$ cat src/rtl/dpb_pkg.sv
// Package: shared helpers for the two-channel balance block.
// Assumes callers pass values that fit in a 32-bit signed int.
package dpb_pkg;

    // Limit v to the closed range [lo, hi].
    function automatic int clamp_int(input int v, input int lo, input int hi);
        if (v < lo)
            return lo;
        else if (v > hi)
            return hi;
        else
            return v;
    endfunction

endpackage

$ cat src/rtl/dpb_mean.sv
// Module: dpb_mean
// Forms the floor mean of two channel codes. The raw mean goes out
// combinationally to the trim stages. A saturated copy is registered
// as the monitor word on each strobe.
// Assumes MON_FS <= 2**CUR_W - 1.
module dpb_mean #(
    parameter int CUR_W  = 8,
    parameter int MON_FS = 200
) (
    input  logic             clk,
    input  logic             rst_n,
    input  logic             vld_i,
    input  logic [CUR_W-1:0] a_i,
    input  logic [CUR_W-1:0] b_i,
    output logic [CUR_W-1:0] avg_raw_o,
    output logic [CUR_W-1:0] mon_o
);
    localparam int SUM_W = CUR_W + 1;
    localparam logic [CUR_W-1:0] FS_CODE = CUR_W'(MON_FS);

    logic [SUM_W-1:0] sum;
    logic [CUR_W-1:0] mon_d;

    // Sum and halve: the raw mean used as the balance reference.
    always_comb begin
        sum       = {1'b0, a_i} + {1'b0, b_i};
        avg_raw_o = sum[SUM_W-1:1];
    end

    // Saturate the mean at the monitor full-scale code.
    always_comb begin
        mon_d = (avg_raw_o > FS_CODE) ? FS_CODE : avg_raw_o;
    end

    // Capture the monitor word on a strobe and hold it otherwise.
    always_ff @(posedge clk) begin
        if (!rst_n)
            mon_o <= '0;
        else if (vld_i)
            mon_o <= mon_d;
    end
endmodule

$ cat src/rtl/dpb_trim.sv
// Module: dpb_trim
// Computes one channel's turn-off extension from how far its current
// sits from the mean. The code is centred on the midpoint, scaled by a
// power-of-two gain, clamped to [0, EXT_MAX], and registered on a strobe.
// Assumes the mean and the channel code share the same width.
module dpb_trim #(
    parameter int CUR_W   = 8,
    parameter int EXT_MAX = 70,
    parameter int GAIN_SH = 1,
    parameter int EXT_W   = 7
) (
    input  logic             clk,
    input  logic             rst_n,
    input  logic             vld_i,
    input  logic [CUR_W-1:0] avg_i,
    input  logic [CUR_W-1:0] cur_i,
    output logic [EXT_W-1:0] ext_o
);
    import dpb_pkg::*;

    localparam int TRIM_MID = EXT_MAX / 2;
    localparam int GAIN     = 1 << GAIN_SH;

    int               err;
    int               raw;
    logic [EXT_W-1:0] ext_d;

    // Signed error: positive when this channel is below the mean.
    always_comb begin
        err   = int'(avg_i) - int'(cur_i);
        raw   = TRIM_MID + err * GAIN;
        ext_d = EXT_W'(clamp_int(raw, 0, EXT_MAX));
    end

    // Register the extension on a strobe; start balanced at the midpoint.
    always_ff @(posedge clk) begin
        if (!rst_n)
            ext_o <= EXT_W'(TRIM_MID);
        else if (vld_i)
            ext_o <= ext_d;
    end
endmodule

$ cat src/rtl/dpb_ovp.sv
// Module: dpb_ovp
// Tracks the arming window and flags a channel current above 60 % of
// monitor full scale. The window opens when the enable rises with the
// pulse input low, and closes when the pulse goes high or the enable
// drops. The flag is re-evaluated on each strobe.
// Assumes en_i and pwm_i are already synchronous to clk.
module dpb_ovp #(
    parameter int CUR_W  = 8,
    parameter int MON_FS = 200
) (
    input  logic             clk,
    input  logic             rst_n,
    input  logic             vld_i,
    input  logic             en_i,
    input  logic             pwm_i,
    input  logic [CUR_W-1:0] a_i,
    input  logic [CUR_W-1:0] b_i,
    output logic             ovp_o
);
    localparam int OV_LIM = (MON_FS * 3) / 5;
    localparam logic [CUR_W-1:0] LIM_CODE = CUR_W'(OV_LIM);

    logic en_q;
    logic armed_q;
    logic en_rise;
    logic armed_now;
    logic over;

    // Decode the enable edge and the live arming condition.
    always_comb begin
        en_rise   = en_i & ~en_q;
        armed_now = (armed_q | en_rise) & en_i & ~pwm_i;
        over      = (a_i > LIM_CODE) | (b_i > LIM_CODE);
    end

    // Remember the previous enable level and the arming state.
    always_ff @(posedge clk) begin
        if (!rst_n) begin
            en_q    <= 1'b0;
            armed_q <= 1'b0;
        end else begin
            en_q    <= en_i;
            armed_q <= armed_now;
        end
    end

    // Update the fault flag on each strobe and hold it between strobes.
    always_ff @(posedge clk) begin
        if (!rst_n)
            ovp_o <= 1'b0;
        else if (vld_i)
            ovp_o <= armed_now & over;
    end
endmodule

$ cat src/rtl/dual_phase_balance.sv
// Module: dual_phase_balance (top)
// Two-channel current balance and load monitor. It produces the mean
// monitor word, one turn-off extension per channel, and an armed
// overvoltage flag. All outputs update one clock after a strobe.
// Assumes MON_FS < 2**CUR_W and EXT_MAX < 2**EXT_W.
module dual_phase_balance #(
    parameter int CUR_W   = 8,
    parameter int MON_FS  = 200,
    parameter int EXT_MAX = 70,
    parameter int GAIN_SH = 1,
    parameter int EXT_W   = $clog2(EXT_MAX + 1)
) (
    input  logic             clk,
    input  logic             rst_n,
    input  logic             sample_vld_i,
    input  logic [CUR_W-1:0] cur_a_i,
    input  logic [CUR_W-1:0] cur_b_i,
    input  logic             en_i,
    input  logic             pwm_i,
    output logic [CUR_W-1:0] mon_o,
    output logic [EXT_W-1:0] ext_a_o,
    output logic [EXT_W-1:0] ext_b_o,
    output logic             ovp_o
);
    localparam int N_CH = 2;

    logic [CUR_W-1:0] avg_raw;
    logic [CUR_W-1:0] cur_arr [N_CH];
    logic [EXT_W-1:0] ext_arr [N_CH];

    // Gather the channel inputs into an array for the trim instances.
    always_comb begin
        cur_arr[0] = cur_a_i;
        cur_arr[1] = cur_b_i;
    end

    dpb_mean #(
        .CUR_W  (CUR_W),
        .MON_FS (MON_FS)
    ) u_mean (
        .clk       (clk),
        .rst_n     (rst_n),
        .vld_i     (sample_vld_i),
        .a_i       (cur_a_i),
        .b_i       (cur_b_i),
        .avg_raw_o (avg_raw),
        .mon_o     (mon_o)
    );

    for (genvar c = 0; c < N_CH; c++) begin : g_trim
        dpb_trim #(
            .CUR_W   (CUR_W),
            .EXT_MAX (EXT_MAX),
            .GAIN_SH (GAIN_SH),
            .EXT_W   (EXT_W)
        ) u_trim (
            .clk   (clk),
            .rst_n (rst_n),
            .vld_i (sample_vld_i),
            .avg_i (avg_raw),
            .cur_i (cur_arr[c]),
            .ext_o (ext_arr[c])
        );
    end

    // Map the per-channel extensions back onto the named ports.
    always_comb begin
        ext_a_o = ext_arr[0];
        ext_b_o = ext_arr[1];
    end

    dpb_ovp #(
        .CUR_W  (CUR_W),
        .MON_FS (MON_FS)
    ) u_ovp (
        .clk   (clk),
        .rst_n (rst_n),
        .vld_i (sample_vld_i),
        .en_i  (en_i),
        .pwm_i (pwm_i),
        .a_i   (cur_a_i),
        .b_i   (cur_b_i),
        .ovp_o (ovp_o)
    );
endmodule

$ cat config.mk
export PLATFORM = sky130hd
export DESIGN_NAME = dual_phase_balance
export DESIGN_NICKNAME = d
export VERILOG_FILES = /design/src/rtl/dpb_pkg.sv /design/src/rtl/dpb_mean.sv /design/src/rtl/dpb_trim.sv /design/src/rtl/dpb_ovp.sv /design/src/rtl/dual_phase_balance.sv
export SDC_FILE = /design/constraint.sdc
export NUM_CORES = 1
export LEC_CHECK = 0
export BUFFER_PORTS_ARGS = -buffer_cell sky130_fd_sc_hd__buf_4
export CAP_MARGIN = 20
export CORE_AREA = 2 2 110 112
export CTS_BUF_LIST = sky130_fd_sc_hd__clkbuf_4 sky130_fd_sc_hd__clkbuf_8 sky130_fd_sc_hd__clkbuf_16
export DETAILED_ROUTE_END_ITERATION = 7
export DIE_AREA = 0 0 112 114
export SYNTH_ARGS = -nofsm -noshare
export SYNTH_HDL_FRONTEND = slang
export SYNTH_HIERARCHICAL = 1
export SYNTH_SLANG_ARGS = --single-unit
$ cat constraint.sdc
create_clock -name clk -period 4.7 [get_ports clk]
set_input_delay 0.235 -clock clk [delete_from_list [all_inputs] [get_ports clk]]
set_output_delay 0.235 -clock clk [all_outputs]
set_load 0.03 [all_outputs]
; ---- Word-level counts from Yosys, hierarchy flattened
; Index checks and enable logic that the tools add are counted.
[totals]
ff_bits = 25
inputBits = 21
output_inout_bits = 23
word_cells = 31
[op_classes]
n_addsub = 5
n_lt_le_gt_ge = 7
n_mux = 5
n_bitwise = 8
[ops]
columns = operator, n
row1 = "32-bit by 8-bit greater-than comparator with 1-bit output, second input constant", 2
row2 = "32-bit by 1-bit less-than comparator with 1-bit output, second input constant", 2
row3 = 7-bit 2-to-1 mux, 4
row4 = "7-bit by 10-bit adder with 11-bit output, first input constant", 2
row5 = 8-bit by 8-bit subtractor with 9-bit output, 2
row6 = "8-bit by 7-bit greater-than comparator with 1-bit output, second input constant", 2
row7 = 8-bit by 8-bit adder with 9-bit output, 1
row8 = "8-bit greater-than comparator, second input constant", 1
row9 = 8-bit 2-to-1 mux, 1
row10 = 1-bit AND, 4
row11 = 1-bit NOT, 2
row12 = 1-bit OR, 2

; ---- Depth between registers and ports, before layout
; Gate-level depths: netlist (run 1).
[logic_depth]
depth_word = 6
depth_mapped = 17
depth_no_buf = 17

; ---- Modules after synthesis
; Netlist (run 1), hierarchy kept.
[modules_own_cells]
columns = module, n_inst, cells_each, area_each_um2, seq_area_each_um2
row1 = dpb_trim at g_trim[0].u_trim, 1, 104, 879.6, 140.1
row2 = dpb_trim at g_trim[1].u_trim, 1, 104, 877.1, 140.1
row3 = dpb_mean, 1, 85, 706.9, 160.2
row4 = dpb_ovp, 1, 18, 150.1, 60.1

; ---- Worst setup path after synthesis (run 1)
; OpenSTA, ideal clock, no wires.
[synth_timing]
path_kind = in2reg
start = in cur_a_i[1]
end = reg g_trim[0].u_trim.ext_o[5]
setup_time_ps = 79
t_arrival_ps = 3476
t_required_ps = 4621
path_slack_ps = 1145
cell_stages = 15
path_buffers = 0
cell_sequence = inv_1 fa_1 and2b_4 o21ai_0 a21oi_1 nor2_1 ha_1 nand2_1 a211oi_2 nor2b_1 o31a_1 o41ai_4 ha_1 nand3b_2 o221ai_2
[synth_via]
elab_chain_len = 6
word_cells_on_any_way = 7
classes_between = add/sub: 3 / order compare: 2 / mux: 2
[synth_lines]
columns = item, line
row1 = from (decl), dual_phase_balance.sv:16  ; input logic [CUR_W-1:0] cur_a_i,
row2 = 8-bit by 8-bit adder with 9-bit output (*), dpb_mean.sv:26  ; sum = {1'b0, a_i} + {1'b0, b_i};
row3 = net avg_raw[3], dual_phase_balance.sv:27  ; logic [CUR_W-1:0] avg_raw;
row4 = 8-bit by 8-bit subtractor with 9-bit output (*), dpb_trim.sv:30  ; err = int'(avg_i) - int'(cur_i);
row5 = 7-bit by 10-bit adder with 11-bit output (*), dpb_trim.sv:31  ; raw = TRIM_MID + err * GAIN;
row6 = 32-bit by 8-bit greater-than comparator with 1-bit output, dpb_pkg.sv:9  ; else if (v > hi)
row7 = 7-bit 2-to-1 mux, dpb_pkg.sv:9
row8 = 7-bit 2-to-1 mux (*), dpb_pkg.sv:7  ; if (v < lo)
row9 = to (signal assigned), dpb_trim.sv:38  ; ext_o <= EXT_W'(TRIM_MID);
row10 = to (signal assigned), dpb_trim.sv:40  ; ext_o <= ext_d;
row11 = to (decl), dpb_trim.sv:17  ; output logic [EXT_W-1:0] ext_o
; Mark *: on every way through the listed nets, which the timed path passes. The rest lies on a longest branch.
; A chain may end at the register's enable or synchronous reset.

; ---- Worst setup path in the final report (run 1)
[layout_timing]
start = in cur_a_i[1]
end = reg g_trim[1].u_trim.ext_o[5]
[layout_via]
elab_chain_len = 6
word_cells_on_any_way = 7
classes_between = add/sub: 3 / order compare: 2 / mux: 2
[layout_lines]
columns = item, line
row1 = 8-bit by 8-bit adder with 9-bit output (*), dpb_mean.sv:26
row2 = net avg_raw[3], dual_phase_balance.sv:27
row3 = 8-bit by 8-bit subtractor with 9-bit output (*), dpb_trim.sv:30
row4 = 7-bit by 10-bit adder with 11-bit output (*), dpb_trim.sv:31
row5 = 32-bit by 8-bit greater-than comparator with 1-bit output, dpb_pkg.sv:9
row6 = 7-bit 2-to-1 mux, dpb_pkg.sv:9
row7 = 7-bit 2-to-1 mux (*), dpb_pkg.sv:7
row8 = to (signal assigned), dpb_trim.sv:38
row9 = to (signal assigned), dpb_trim.sv:40
row10 = to (decl), dpb_trim.sv:17
; Marked as above.

==> report_table.html, run 1 <==
<table>
<tr><th>Metric</th><th>Value</th></tr>
<tr><th colspan="2">Run status</th></tr>
<tr><td>Run status</td><td>finished, final reports clean</td></tr>
<tr><th colspan="2">Clock tree</th></tr>
<tr><td>Clock latency on the worst-skew pair</td><td>0.26 ns</td></tr>
<tr><td>CTS clock-pin slew for the worst setup and hold paths</td><td>0.07 ns</td></tr>
<tr><td>Number of buffers created by CTS</td><td>3</td></tr>
<tr><td>CTS sink count</td><td>25</td></tr>
<tr><td># Post-CTS Setup Buffers</td><td>0</td></tr>
<tr><td>Maximum clock insertion buffer count</td><td>2</td></tr>
<tr><td>TritonCTS clock tree</td><td>done</td></tr>
<tr><td>Count of hold-fix buffers inserted at cts</td><td>0</td></tr>
<tr><td>Root cell of the clock tree</td><td>clkbuf_16</td></tr>
<tr><td>H-tree depth</td><td>1</td></tr>
<tr><td>Post-cts sizing count</td><td>0</td></tr>
<tr><th colspan="2">STA</th></tr>
<tr><td>Hold Fails Final Rpt</td><td>0</td></tr>
<tr><td>Setup repair after global routing missed its margin</td><td>no</td></tr>
<tr><td>Number of pins exceeding their max-slew limit in the final report</td><td>0</td></tr>
<tr><td>Final critical-path share of the clock period</td><td>0.8335</td></tr>
<tr><td>Headroom to the max-slew limit</td><td>0.5578</td></tr>
<tr><td>Peak clock frequency supported by timing</td><td>255.3 MHz</td></tr>
<tr><td>Setup-violating endpoint count in the final report</td><td>0</td></tr>
<tr><td>Final TNS setup</td><td>0 ns</td></tr>
<tr><td>Final Skew</td><td>0.0002128 ns</td></tr>
<tr><td>Slew @ Worst Pin</td><td>0.6466 ns</td></tr>
<tr><td>Final worst hold slack</td><td>0.1472 ns</td></tr>
<tr><td>Minimum period implied by the final worst setup slack</td><td>3.917 ns</td></tr>
<tr><th colspan="2">Synthesis</th></tr>
<tr><td>Post-Syn Area per Cell</td><td>8.404 um2</td></tr>
<tr><td>Post-synth EDFFs</td><td>0</td></tr>
<tr><td>Cell area after synthesis</td><td>2614 um2</td></tr>
<tr><td>Number of synthesized register bits</td><td>25</td></tr>
<tr><td>Gate Count Post-Synth</td><td>311</td></tr>
<tr><td>Number of warnings reported in the yosys synthesis log</td><td>6</td></tr>
<tr><td>Most common flop cell mapped by yosys</td><td>dfxtp_1</td></tr>
<tr><td>Number of different library cells in the post-synthesis netlist</td><td>55</td></tr>
<tr><td>Sequential cell area fraction in the yosys report</td><td>0.1915</td></tr>
<tr><td>Post-synth ARST share</td><td>0</td></tr>
<tr><td>Number of nets in the synthesized netlist</td><td>366</td></tr>
<tr><th colspan="2">Cells and area</th></tr>
<tr><td>Synthesis-to-layout area growth</td><td>21.68%</td></tr>
<tr><td>Final Net Count</td><td>approximately 410</td></tr>
<tr><td>Area of all sequential standard cells</td><td>around 500 um2</td></tr>
<tr><td>Number of diodes added for antenna fixing</td><td>0</td></tr>
<tr><td>Layout cells sized above 1</td><td>0.2188</td></tr>
<tr><td>Fill cells</td><td>1305</td></tr>
<tr><td>Top library cells by usage in the layout, fill and taps aside</td><td>buf_4, inv_1, ha_1</td></tr>
<tr><td>End-of-flow core utilization</td><td>0.2716</td></tr>
<tr><td>Multi-input gate area</td><td>approximately 2000 um2</td></tr>
<tr><td>Most common library cell in the layout ignoring fill and taps</td><td>buf_4</td></tr>
<tr><th colspan="2">Detailed routing</th></tr>
<tr><td>Number of vias per cell</td><td>4.689</td></tr>
<tr><td>Number of DRC markers in iteration 0</td><td>just over 100</td></tr>
<tr><td>Residual DRC count</td><td>0</td></tr>
<tr><td>Number of antenna-violating nets in the routed design</td><td>0</td></tr>
<tr><td>Total wirelength of the detailed-routed design</td><td>6.708 mm</td></tr>
<tr><td>Average wire length per cell after detail routing</td><td>13.44 um</td></tr>
<tr><td>Number of detailed-route iterations in the first pass</td><td>4</td></tr>
<tr><td>Routed vias</td><td>2340</td></tr>
<tr><th colspan="2">Pwr</th></tr>
<tr><td>Portion of total power attributed to combinational logic</td><td>0.643</td></tr>
<tr><td>Switching power</td><td>just under 0.6 mW</td></tr>
<tr><td>Cell Int Power</td><td>0.7012 mW</td></tr>
<tr><td>Clock share of power</td><td>0.156</td></tr>
<tr><td>PnR Total Power</td><td>around 1.3 mW</td></tr>
<tr><td>Peak supply drop</td><td>roughly 0.12 mV</td></tr>
<tr><td>Cell Pwr Density</td><td>a little over 400 nW/um2</td></tr>
<tr><td>Leakage power summed over all cells</td><td>1.415 nW</td></tr>
<tr><td>Sequential power share</td><td>0.202</td></tr>
<tr><td>Switching share of total power</td><td>0.4521</td></tr>
<tr><th colspan="2">Placement</th></tr>
<tr><td>Post-DP HPWL</td><td>5.531 mm</td></tr>
<tr><td>Port-buffer cells</td><td>43</td></tr>
<tr><td>Last weighted congestion value of the routability-driven placer</td><td>0.7610</td></tr>
<tr><th colspan="2">Floorplanning</th></tr>
<tr><td>Die area</td><td>between 10000 and 15000 um2</td></tr>
<tr><td>I/O pins</td><td>44</td></tr>
<tr><td>Die Y</td><td>between 100 and 150 um</td></tr>
<tr><td>Starting density of the core</td><td>0.2232</td></tr>
<tr><td>Number of placement rows</td><td>40</td></tr>
<tr><td>Horiz. Die Dim</td><td>112 um</td></tr>
<tr><td>Floorplan Core Area</td><td>11710 um2</td></tr>
<tr><th colspan="2">Global routing</th></tr>
<tr><td>Total congestion overflow after global routing</td><td>0</td></tr>
<tr><td>First-pass GRT wire length</td><td>11.09 mm</td></tr>
<tr><td>Global router's overall resource usage</td><td>0.1056</td></tr>
<tr><td>Vias in the first global route</td><td>2249</td></tr>
<tr><td>Initial antenna violation count</td><td>0</td></tr>
<tr><td>Pin count of the biggest net entering global routing</td><td>35</td></tr>
<tr><th colspan="2">Job</th></tr>
<tr><td>Maximum capacitance violations</td><td>0</td></tr>
<tr><th colspan="2">Critical path</th></tr>
<tr><td>Nature of the critical path endpoint</td><td>flip-flop</td></tr>
<tr><td>Launching element of the worst setup path</td><td>cur_a_i[1]</td></tr>
<tr><td>Crit path kind</td><td>in -&gt; reg</td></tr>
<tr><td>Startpoint kind of the worst setup timing path</td><td>input port</td></tr>
<tr><td>CP Data Required Time</td><td>roughly 4.9 ns</td></tr>
<tr><td>Maximum net fanout on the critical path</td><td>4</td></tr>
<tr><td>Launching point of the worst reg2reg path</td><td>u_ovp/en_q$_SDFF_PN0_</td></tr>
<tr><td>Data arrival time of the worst path</td><td>~4.1 ns</td></tr>
<tr><th colspan="2">Hold path</th></tr>
<tr><td>Type of the most critical hold path</td><td>in -&gt; reg</td></tr>
<tr><td>Source of the worst hold timing path</td><td>pwm_i</td></tr>
</table>
-- worst max-delay path: stages --
cell      delay, ns
buf_4          0.12
inv_1          0.06
fa_1           0.45
and2b_4        0.28
o21ai_0        0.10
and3_1         0.23
nor2_1         0.27
ha_1           0.34
nand2_1        0.12
a211oi_2       0.06
nor2b_1        0.21
xor2_1         0.43
nor2_1         0.11
a32oi_1        0.21
o21ai_0        0.11
ha_1           0.34
nand3b_2       0.25
o221ai_2       0.17
-- metrics by stage --
stage                     instance area [um2]  setup WS (ns)  instances
after detailed placement                 3098         0.5386        495
after CTS                                3181         0.7999        499
final                                    3181         0.7826        499
after global placement                   3098         0.6340        495
after global routing                     3181         0.4816        499
after floorplan                          2614          1.145        311
-- power groups by stage --
stage / registers, mW / logic [mW] / clock network [mW]
2_1_floorplan: 0.317 / 0.586 / 0
3_3_place_gp: 0.263 / 0.805 / 0
3_5_place_dp: 0.263 / 0.818 / 0
4_1_cts: 0.258 / 0.824 / 0.209
5_1_grt: 0.262 / 0.908 / 0.215
6_report: 0.258 / 0.822 / 0.199
-- cell usage after synthesis, drive strengths merged, types with 3 or more instances --
master / count / share of area
fa: 3 / 0.023
nor3: 4 / 0.0096
xor2: 14 / 0.053
nand3b: 10 / 0.032
o21a: 10 / 0.029
nand4: 5 / 0.012
inv: 35 / 0.050
o31a: 5 / 0.017
nand2: 24 / 0.035
nand2b: 9 / 0.022
a21oi: 20 / 0.043
xnor2: 9 / 0.030
o21bai: 3 / 0.013
o21ai: 11 / 0.021
buf: 3 / 0.0043
o21ba: 3 / 0.011
a31oi: 3 / 0.019
nand3: 12 / 0.027
clkbuf: 3 / 0.0043
ha: 31 / 0.15
o211ai: 7 / 0.020
nor2b: 8 / 0.019
nor2: 19 / 0.027
mux2i: 3 / 0.011
dfxtp: 25 / 0.19
-- layout make-up --
class                      count  area share
clock buffer                   4     0.02596
tap                          147     0.05783
sequential                    25      0.1574
multi-input combinational    245      0.6161
inverter                      35     0.04131
timing repair buffer          43      0.1015
-- kinds of logic after synthesis --
group / synth area share
AO/OA/AOI/OAI: 0.2748
multiplexers: 0.01580
AND/OR/NAND/NOR: 0.2049
adder cells (fa/ha/maj): 0.1714
buffers and inverters: 0.05888
XOR/XNOR: 0.08282
flip-flops: 0.1915
-- per-layer routing --
| metal | share of wire | routed length [um] | GRT usage |
|---|---|---|---|
| met5 | 0 | 0 | 0 |
| met2 | 0.44 | 2922 | 0.1644 |
| met3 | 0.042 | 282 | 0.01488 |
| met4 | 0.010 | 70 | 0.03902 |
| met1 | 0.51 | 3433 | 0.1490 |
-- state kept, by name, indices dropped and copies added, names as in the netlist --
name	cells
g_trim.u_trim/ext_o	14
u_mean/mon_o	8
u_ovp/armed_q	1
u_ovp/en_q	1
u_ovp/ovp_o	1
-- path summary, 6_finish.rpt --
path	to	cells past startpoint	slack, ns
max	g_trim[1].u_trim/ext_o[5]$_SDFFE_PN1P_	18	0.78
min	u_ovp/armed_q$_SDFF_PN0_	2	0.15
max reg2reg	u_ovp/ovp_o$_SDFFE_PN0P_	3	3.81
min reg2reg	g_trim[0].u_trim/ext_o[2]$_SDFFE_PN0P_	2	0.47
No activity file was read; power rests on OpenSTA's default activity.
==> run 2: changes to the inputs <==
--- a/config.mk
+++ b/config.mk
@@ -5,12 +5,13 @@
 export SDC_FILE = /design/constraint.sdc
 export NUM_CORES = 1
 export LEC_CHECK = 0
+export ABC_AREA = 1
 export BUFFER_PORTS_ARGS = -buffer_cell sky130_fd_sc_hd__buf_4
 export CAP_MARGIN = 20
-export CORE_AREA = 2 2 110 112
+export CORE_AREA = 2 2 118 120
 export CTS_BUF_LIST = sky130_fd_sc_hd__clkbuf_4 sky130_fd_sc_hd__clkbuf_8 sky130_fd_sc_hd__clkbuf_16
 export DETAILED_ROUTE_END_ITERATION = 7
-export DIE_AREA = 0 0 112 114
+export DIE_AREA = 0 0 120 122
 export SYNTH_ARGS = -nofsm -noshare
 export SYNTH_HDL_FRONTEND = slang
 export SYNTH_HIERARCHICAL = 1
==> constraint.sdc (replaced) <==
create_clock -name clk -period 4 [get_ports clk]
set_input_delay 0.2 -clock clk [delete_from_list [all_inputs] [get_ports clk]]
set_output_delay 0.2 -clock clk [all_outputs]
set_load 0.03 [all_outputs]
==> run 2 against run 1 <==
  * Flip-flop and latch count stayed put
  * Sequential share of layout area is 1.9 points lower
  * Utilization is 0.36 points lower
  * Via count is 24% higher
  * Critical path type unchanged
  * Routed wire length is 9.8% higher
  * Non-clock buffer count stayed put
  * Synthesized area is 15% higher
  * Global-route usage is 0.16 points lower
  * Hold slack worse by 0.014 ns
==> report_table.html, run 2 <==
<table>
<tr><th>Metric</th><th>Value</th></tr>
<tr><th colspan="2">Synthesis</th></tr>
<tr><td>Library cell with the highest instance count after synthesis</td><td>nand2_1</td></tr>
<tr><td>Number of different library cells in the post-synthesis netlist</td><td>30</td></tr>
<tr><td>Number of nets in the synthesized netlist</td><td>548</td></tr>
<tr><td>Post-synth ARST share</td><td>0</td></tr>
<tr><td>List of most frequent post-synthesis cells</td><td>nand2_1, inv_1, ha_1</td></tr>
<tr><td>Biggest area consumer among synthesized cells</td><td>nand2_1</td></tr>
<tr><td>Number of synthesized register bits</td><td>25</td></tr>
<tr><td>Sequential cell area fraction in the yosys report</td><td>0.1670</td></tr>
<tr><td>Post-Syn Area per Cell</td><td>6.078 um2</td></tr>
<tr><td>Top cells by area in the synthesized netlist</td><td>nand2_1, dfxtp_1, ha_1, inv_1, a21oi_1</td></tr>
<tr><td>Cell area after synthesis</td><td>2997 um2</td></tr>
<tr><td>Number of warnings reported in the yosys synthesis log</td><td>6</td></tr>
<tr><td>Post-synth EDFFs</td><td>0</td></tr>
<tr><td>Gate Count Post-Synth</td><td>a little under 500</td></tr>
<tr><td>Area share of the leading cell type in the synthesized netlist</td><td>0.1929</td></tr>
<tr><td>Most common flop cell mapped by yosys</td><td>dfxtp_1</td></tr>
<tr><th colspan="2">Placement</th></tr>
<tr><td>Last weighted congestion value of the routability-driven placer</td><td>0.8523</td></tr>
<tr><td>Pre-CTS setup slack</td><td>0.1363 ns</td></tr>
<tr><td>Post-DP HPWL</td><td>around 6.5 mm</td></tr>
<tr><td>Port-buffer cells</td><td>43</td></tr>
<tr><th colspan="2">Detailed routing</th></tr>
<tr><td>Number of vias per cell</td><td>4.031</td></tr>
<tr><td>Average wire length per cell after detail routing</td><td>10.26 um</td></tr>
<tr><td>Routed vias</td><td>2894</td></tr>
<tr><td>Total wirelength of the detailed-routed design</td><td>7.364 mm</td></tr>
<tr><td>Number of detailed-route iterations in the first pass</td><td>4</td></tr>
<tr><td>Number of antenna-violating nets in the routed design</td><td>0</td></tr>
<tr><td>Residual DRC count</td><td>0</td></tr>
<tr><td>Number of DRC markers in iteration 0</td><td>92</td></tr>
<tr><th colspan="2">Floorplanning</th></tr>
<tr><td>I/O pins</td><td>44</td></tr>
<tr><td>Die area</td><td>between 10000 and 15000 um2</td></tr>
<tr><td>Horiz. Die Dim</td><td>around 120 um</td></tr>
<tr><td>Starting density of the core</td><td>0.2219</td></tr>
<tr><td>Floorplan Core Area</td><td>13500 um2</td></tr>
<tr><td>Number of placement rows</td><td>between 40 and 50</td></tr>
<tr><td>Die Y</td><td>approximately 120 um</td></tr>
<tr><th colspan="2">Critical path</th></tr>
<tr><td>Maximum net fanout on the critical path</td><td>4</td></tr>
<tr><td>CP Data Required Time</td><td>4.19 ns</td></tr>
<tr><td>Startpoint kind of the worst setup timing path</td><td>input port</td></tr>
<tr><td>Crit path kind</td><td>in -&gt; reg</td></tr>
<tr><td>Reg2Reg Capture Point</td><td>u_ovp/ovp_o$_SDFFE_PN0P_</td></tr>
<tr><td>Setup slack of the worst register-to-register path</td><td>roughly 3.2 ns</td></tr>
<tr><td>Nature of the critical path endpoint</td><td>flip-flop</td></tr>
<tr><td>Count of cells along the worst register-to-register path</td><td>6</td></tr>
<tr><td>Launching point of the worst reg2reg path</td><td>u_ovp/armed_q$_SDFF_PN0_</td></tr>
<tr><td>Data arrival time of the worst path</td><td>around 3.8 ns</td></tr>
<tr><th colspan="2">Hold path</th></tr>
<tr><td>Capture endpoint of the worst hold path</td><td>u_ovp/en_q$_SDFF_PN0_</td></tr>
<tr><td>Type of the most critical hold path</td><td>in -&gt; reg</td></tr>
<tr><td>Worst hold path cell count</td><td>3</td></tr>
<tr><td>Source of the worst hold timing path</td><td>en_i</td></tr>
<tr><th colspan="2">STA</th></tr>
<tr><td>Final Skew</td><td>~0.00029 ns</td></tr>
<tr><td>Peak clock frequency supported by timing</td><td>279.7 MHz</td></tr>
<tr><td>Smallest setup slack after layout</td><td>0.4242 ns</td></tr>
<tr><td>Setup repair after global routing missed its margin</td><td>no</td></tr>
<tr><td>Final worst hold slack</td><td>0.1328 ns</td></tr>
<tr><td>Final critical-path share of the clock period</td><td>0.8940</td></tr>
<tr><td>Slew @ Worst Pin</td><td>between 0.3 and 0.4 ns</td></tr>
<tr><td>Headroom to the max-slew limit</td><td>0.7604</td></tr>
<tr><td>Minimum period implied by the final worst setup slack</td><td>3.576 ns</td></tr>
<tr><td>Hold Fails Final Rpt</td><td>0</td></tr>
<tr><td>Setup-violating endpoint count in the final report</td><td>0</td></tr>
<tr><td>Number of pins exceeding their max-slew limit in the final report</td><td>0</td></tr>
<tr><td>Final TNS setup</td><td>0 ns</td></tr>
<tr><th colspan="2">Pwr</th></tr>
<tr><td>Cell Pwr Density</td><td>between 300 and 400 nW/um2</td></tr>
<tr><td>Peak supply drop</td><td>0.1245 mV</td></tr>
<tr><td>PnR Total Power</td><td>roughly 1.4 mW</td></tr>
<tr><td>Leakage power summed over all cells</td><td>around 2.0 nW</td></tr>
<tr><th colspan="2">Cells and area</th></tr>
<tr><td>Largest register FFs</td><td>14</td></tr>
<tr><td>Number of diodes added for antenna fixing</td><td>0</td></tr>
<tr><td>Registers with the highest flip-flop counts</td><td>g_trim.u_trim/ext_o: 14 flops, u_mean/mon_o: 8 flops</td></tr>
<tr><td>Most common library cell in the layout ignoring fill and taps</td><td>nand2_1</td></tr>
<tr><td>Largest reg by FF count</td><td>g_trim.u_trim/ext_o</td></tr>
<tr><td>Final Net Count</td><td>594</td></tr>
<tr><td>Synthesis-to-layout area growth</td><td>20.75%</td></tr>
<tr><td>Top library cells by usage in the layout, fill and taps aside</td><td>nand2_1, inv_1, buf_4</td></tr>
<tr><td>End-of-flow core utilization</td><td>0.2680</td></tr>
<tr><td>Layout cells sized above 1</td><td>0.2045</td></tr>
<tr><th colspan="2">Global routing</th></tr>
<tr><td>Initial antenna violation count</td><td>0</td></tr>
<tr><td>Vias in the first global route</td><td>2765</td></tr>
<tr><td>First-pass GRT wire length</td><td>12.53 mm</td></tr>
<tr><td>Global router's overall resource usage</td><td>0.1040</td></tr>
<tr><td>Total congestion overflow after global routing</td><td>0</td></tr>
<tr><td>Pin count of the biggest net entering global routing</td><td>18</td></tr>
<tr><th colspan="2">Clock tree</th></tr>
<tr><td>Root cell of the clock tree</td><td>clkbuf_16</td></tr>
<tr><td>Post-cts sizing count</td><td>0</td></tr>
<tr><td>TritonCTS clock tree</td><td>done</td></tr>
<tr><td>Number of buffers created by CTS</td><td>3</td></tr>
<tr><td>CTS sink count</td><td>25</td></tr>
<tr><td>CTS clock-pin slew for the worst setup and hold paths</td><td>0.06 ns</td></tr>
<tr><td>Maximum clock insertion buffer count</td><td>2</td></tr>
<tr><td>Count of hold-fix buffers inserted at cts</td><td>0</td></tr>
<tr><td>Clock latency on the worst-skew pair</td><td>0.26 ns</td></tr>
<tr><td># Post-CTS Setup Buffers</td><td>0</td></tr>
<tr><td>H-tree depth</td><td>1</td></tr>
<tr><th colspan="2">Job</th></tr>
<tr><td>Maximum capacitance violations</td><td>0</td></tr>
<tr><th colspan="2">Run status</th></tr>
<tr><td>Run status</td><td>finished, final reports clean</td></tr>
</table>
## run 2: changes by cell type after synthesis, sizes merged, moves of 5 or more
cell and delta:
a21oi +14, inv +68, nand2 +158, nand2b -9
nand3 +29, nor2 +16, nor2b -8, o211ai -5
o21a -10, o31a -5, xnor2 -7, xor2 -10
## run 2: per-stage QoR
| stage | area, um2 | instances |
|---|---|---|
| 4_1_cts | 3616 | 718 |
| 2_1_floorplan | 2997 | 493 |
| 6_report | 3618 | 718 |
| 5_1_grt | 3618 | 718 |
| 3_3_place_gp | 3536 | 714 |
| 3_5_place_dp | 3536 | 714 |
## run 2: cells by family (layout without fill, tap and decap cells)
group | Yosys count | after routing | share of synthesized area
buffers and inverters | 108 | 153 | 0.1361
AO/OA/AOI/OAI | 47 | 47 | 0.08893
AND/OR/NAND/NOR | 273 | 273 | 0.4409
adder cells (fa/ha/maj) | 34 | 34 | 0.1495
XOR/XNOR | 6 | 6 | 0.01754
flip-flops | 25 | 25 | 0.1670
## run 2: per-layer routing
metal | up-vias | track usage | routed length [um]
met1 | 1236 | 0.1300 | 3639
met4 | 0 | 0.02647 | 58
met3 | 4 | 0.01732 | 332
li1 | 1611 | - | -
met2 | 43 | 0.1850 | 3334
met5 | - | 0 | 0
## run 2: cell type report
class | instances | area (um2)
inverters | 106 | 399.1
well taps | 180 | 225.2
repair buffers | 43 | 322.8
flip-flops and latches | 25 | 500.5
clock inverters | 1 | 5.005
fillers | 1556 | 9886
clock buffers | 3 | 75.07
multi-input cells | 360 | 2091
## run 2: worst max-delay path by stage
stage / from / end / slack [ns] / cells past startpoint
finish: cur_a_i[0] / g_trim[1].u_trim/ext_o[4]$_SDFFE_PN0P_ / 0.42 / 25
CTS: cur_a_i[0] / g_trim[1].u_trim/ext_o[4]$_SDFFE_PN0P_ / 0.39 / 25
global route: cur_a_i[0] / g_trim[1].u_trim/ext_o[4]$_SDFFE_PN0P_ / 0.02 / 25
global placement: cur_a_i[0] / g_trim[1].u_trim/ext_o[4]$_SDFFE_PN0P_ / 0.17 / 25
floorplan: cur_a_i[1] / g_trim[1].u_trim/ext_o[4]$_SDFFE_PN0P_ / 0.64 / 24
detailed placement: cur_a_i[0] / g_trim[1].u_trim/ext_o[4]$_SDFFE_PN0P_ / 0.14 / 25
## run 2: critical path, stage by stage
cell,delay [ns]
buf_4,0.10
nand2_1,0.10
fa_1,0.54
inv_1,0.08
inv_1,0.08
ha_1,0.18
inv_1,0.06
fa_1,0.55
ha_1,0.21
inv_1,0.05
nor2_1,0.10
nand3_1,0.12
nand2_1,0.09
nand2_1,0.08
inv_1,0.06
nand2_1,0.05
or2_0,0.19
nand3_1,0.07
nor2_1,0.05
ha_1,0.32
nor2_2,0.16
inv_1,0.07
nor2_1,0.10
nand2_1,0.06
a21oi_1,0.11
## run 2: report_power, final
| part | internal (mW) | total [mW] | switching [mW] | leakage (nW) |
|---|---|---|---|---|
| registers | 0.278 | 0.292 | 0.0141 | 0.206 |
| clock network | 0.135 | 0.221 | 0.0860 | 0.0409 |
| logic | 0.326 | 0.894 | 0.569 | 1.75 |
| total | 0.738 | 1.41 | 0.669 | 2.00 |
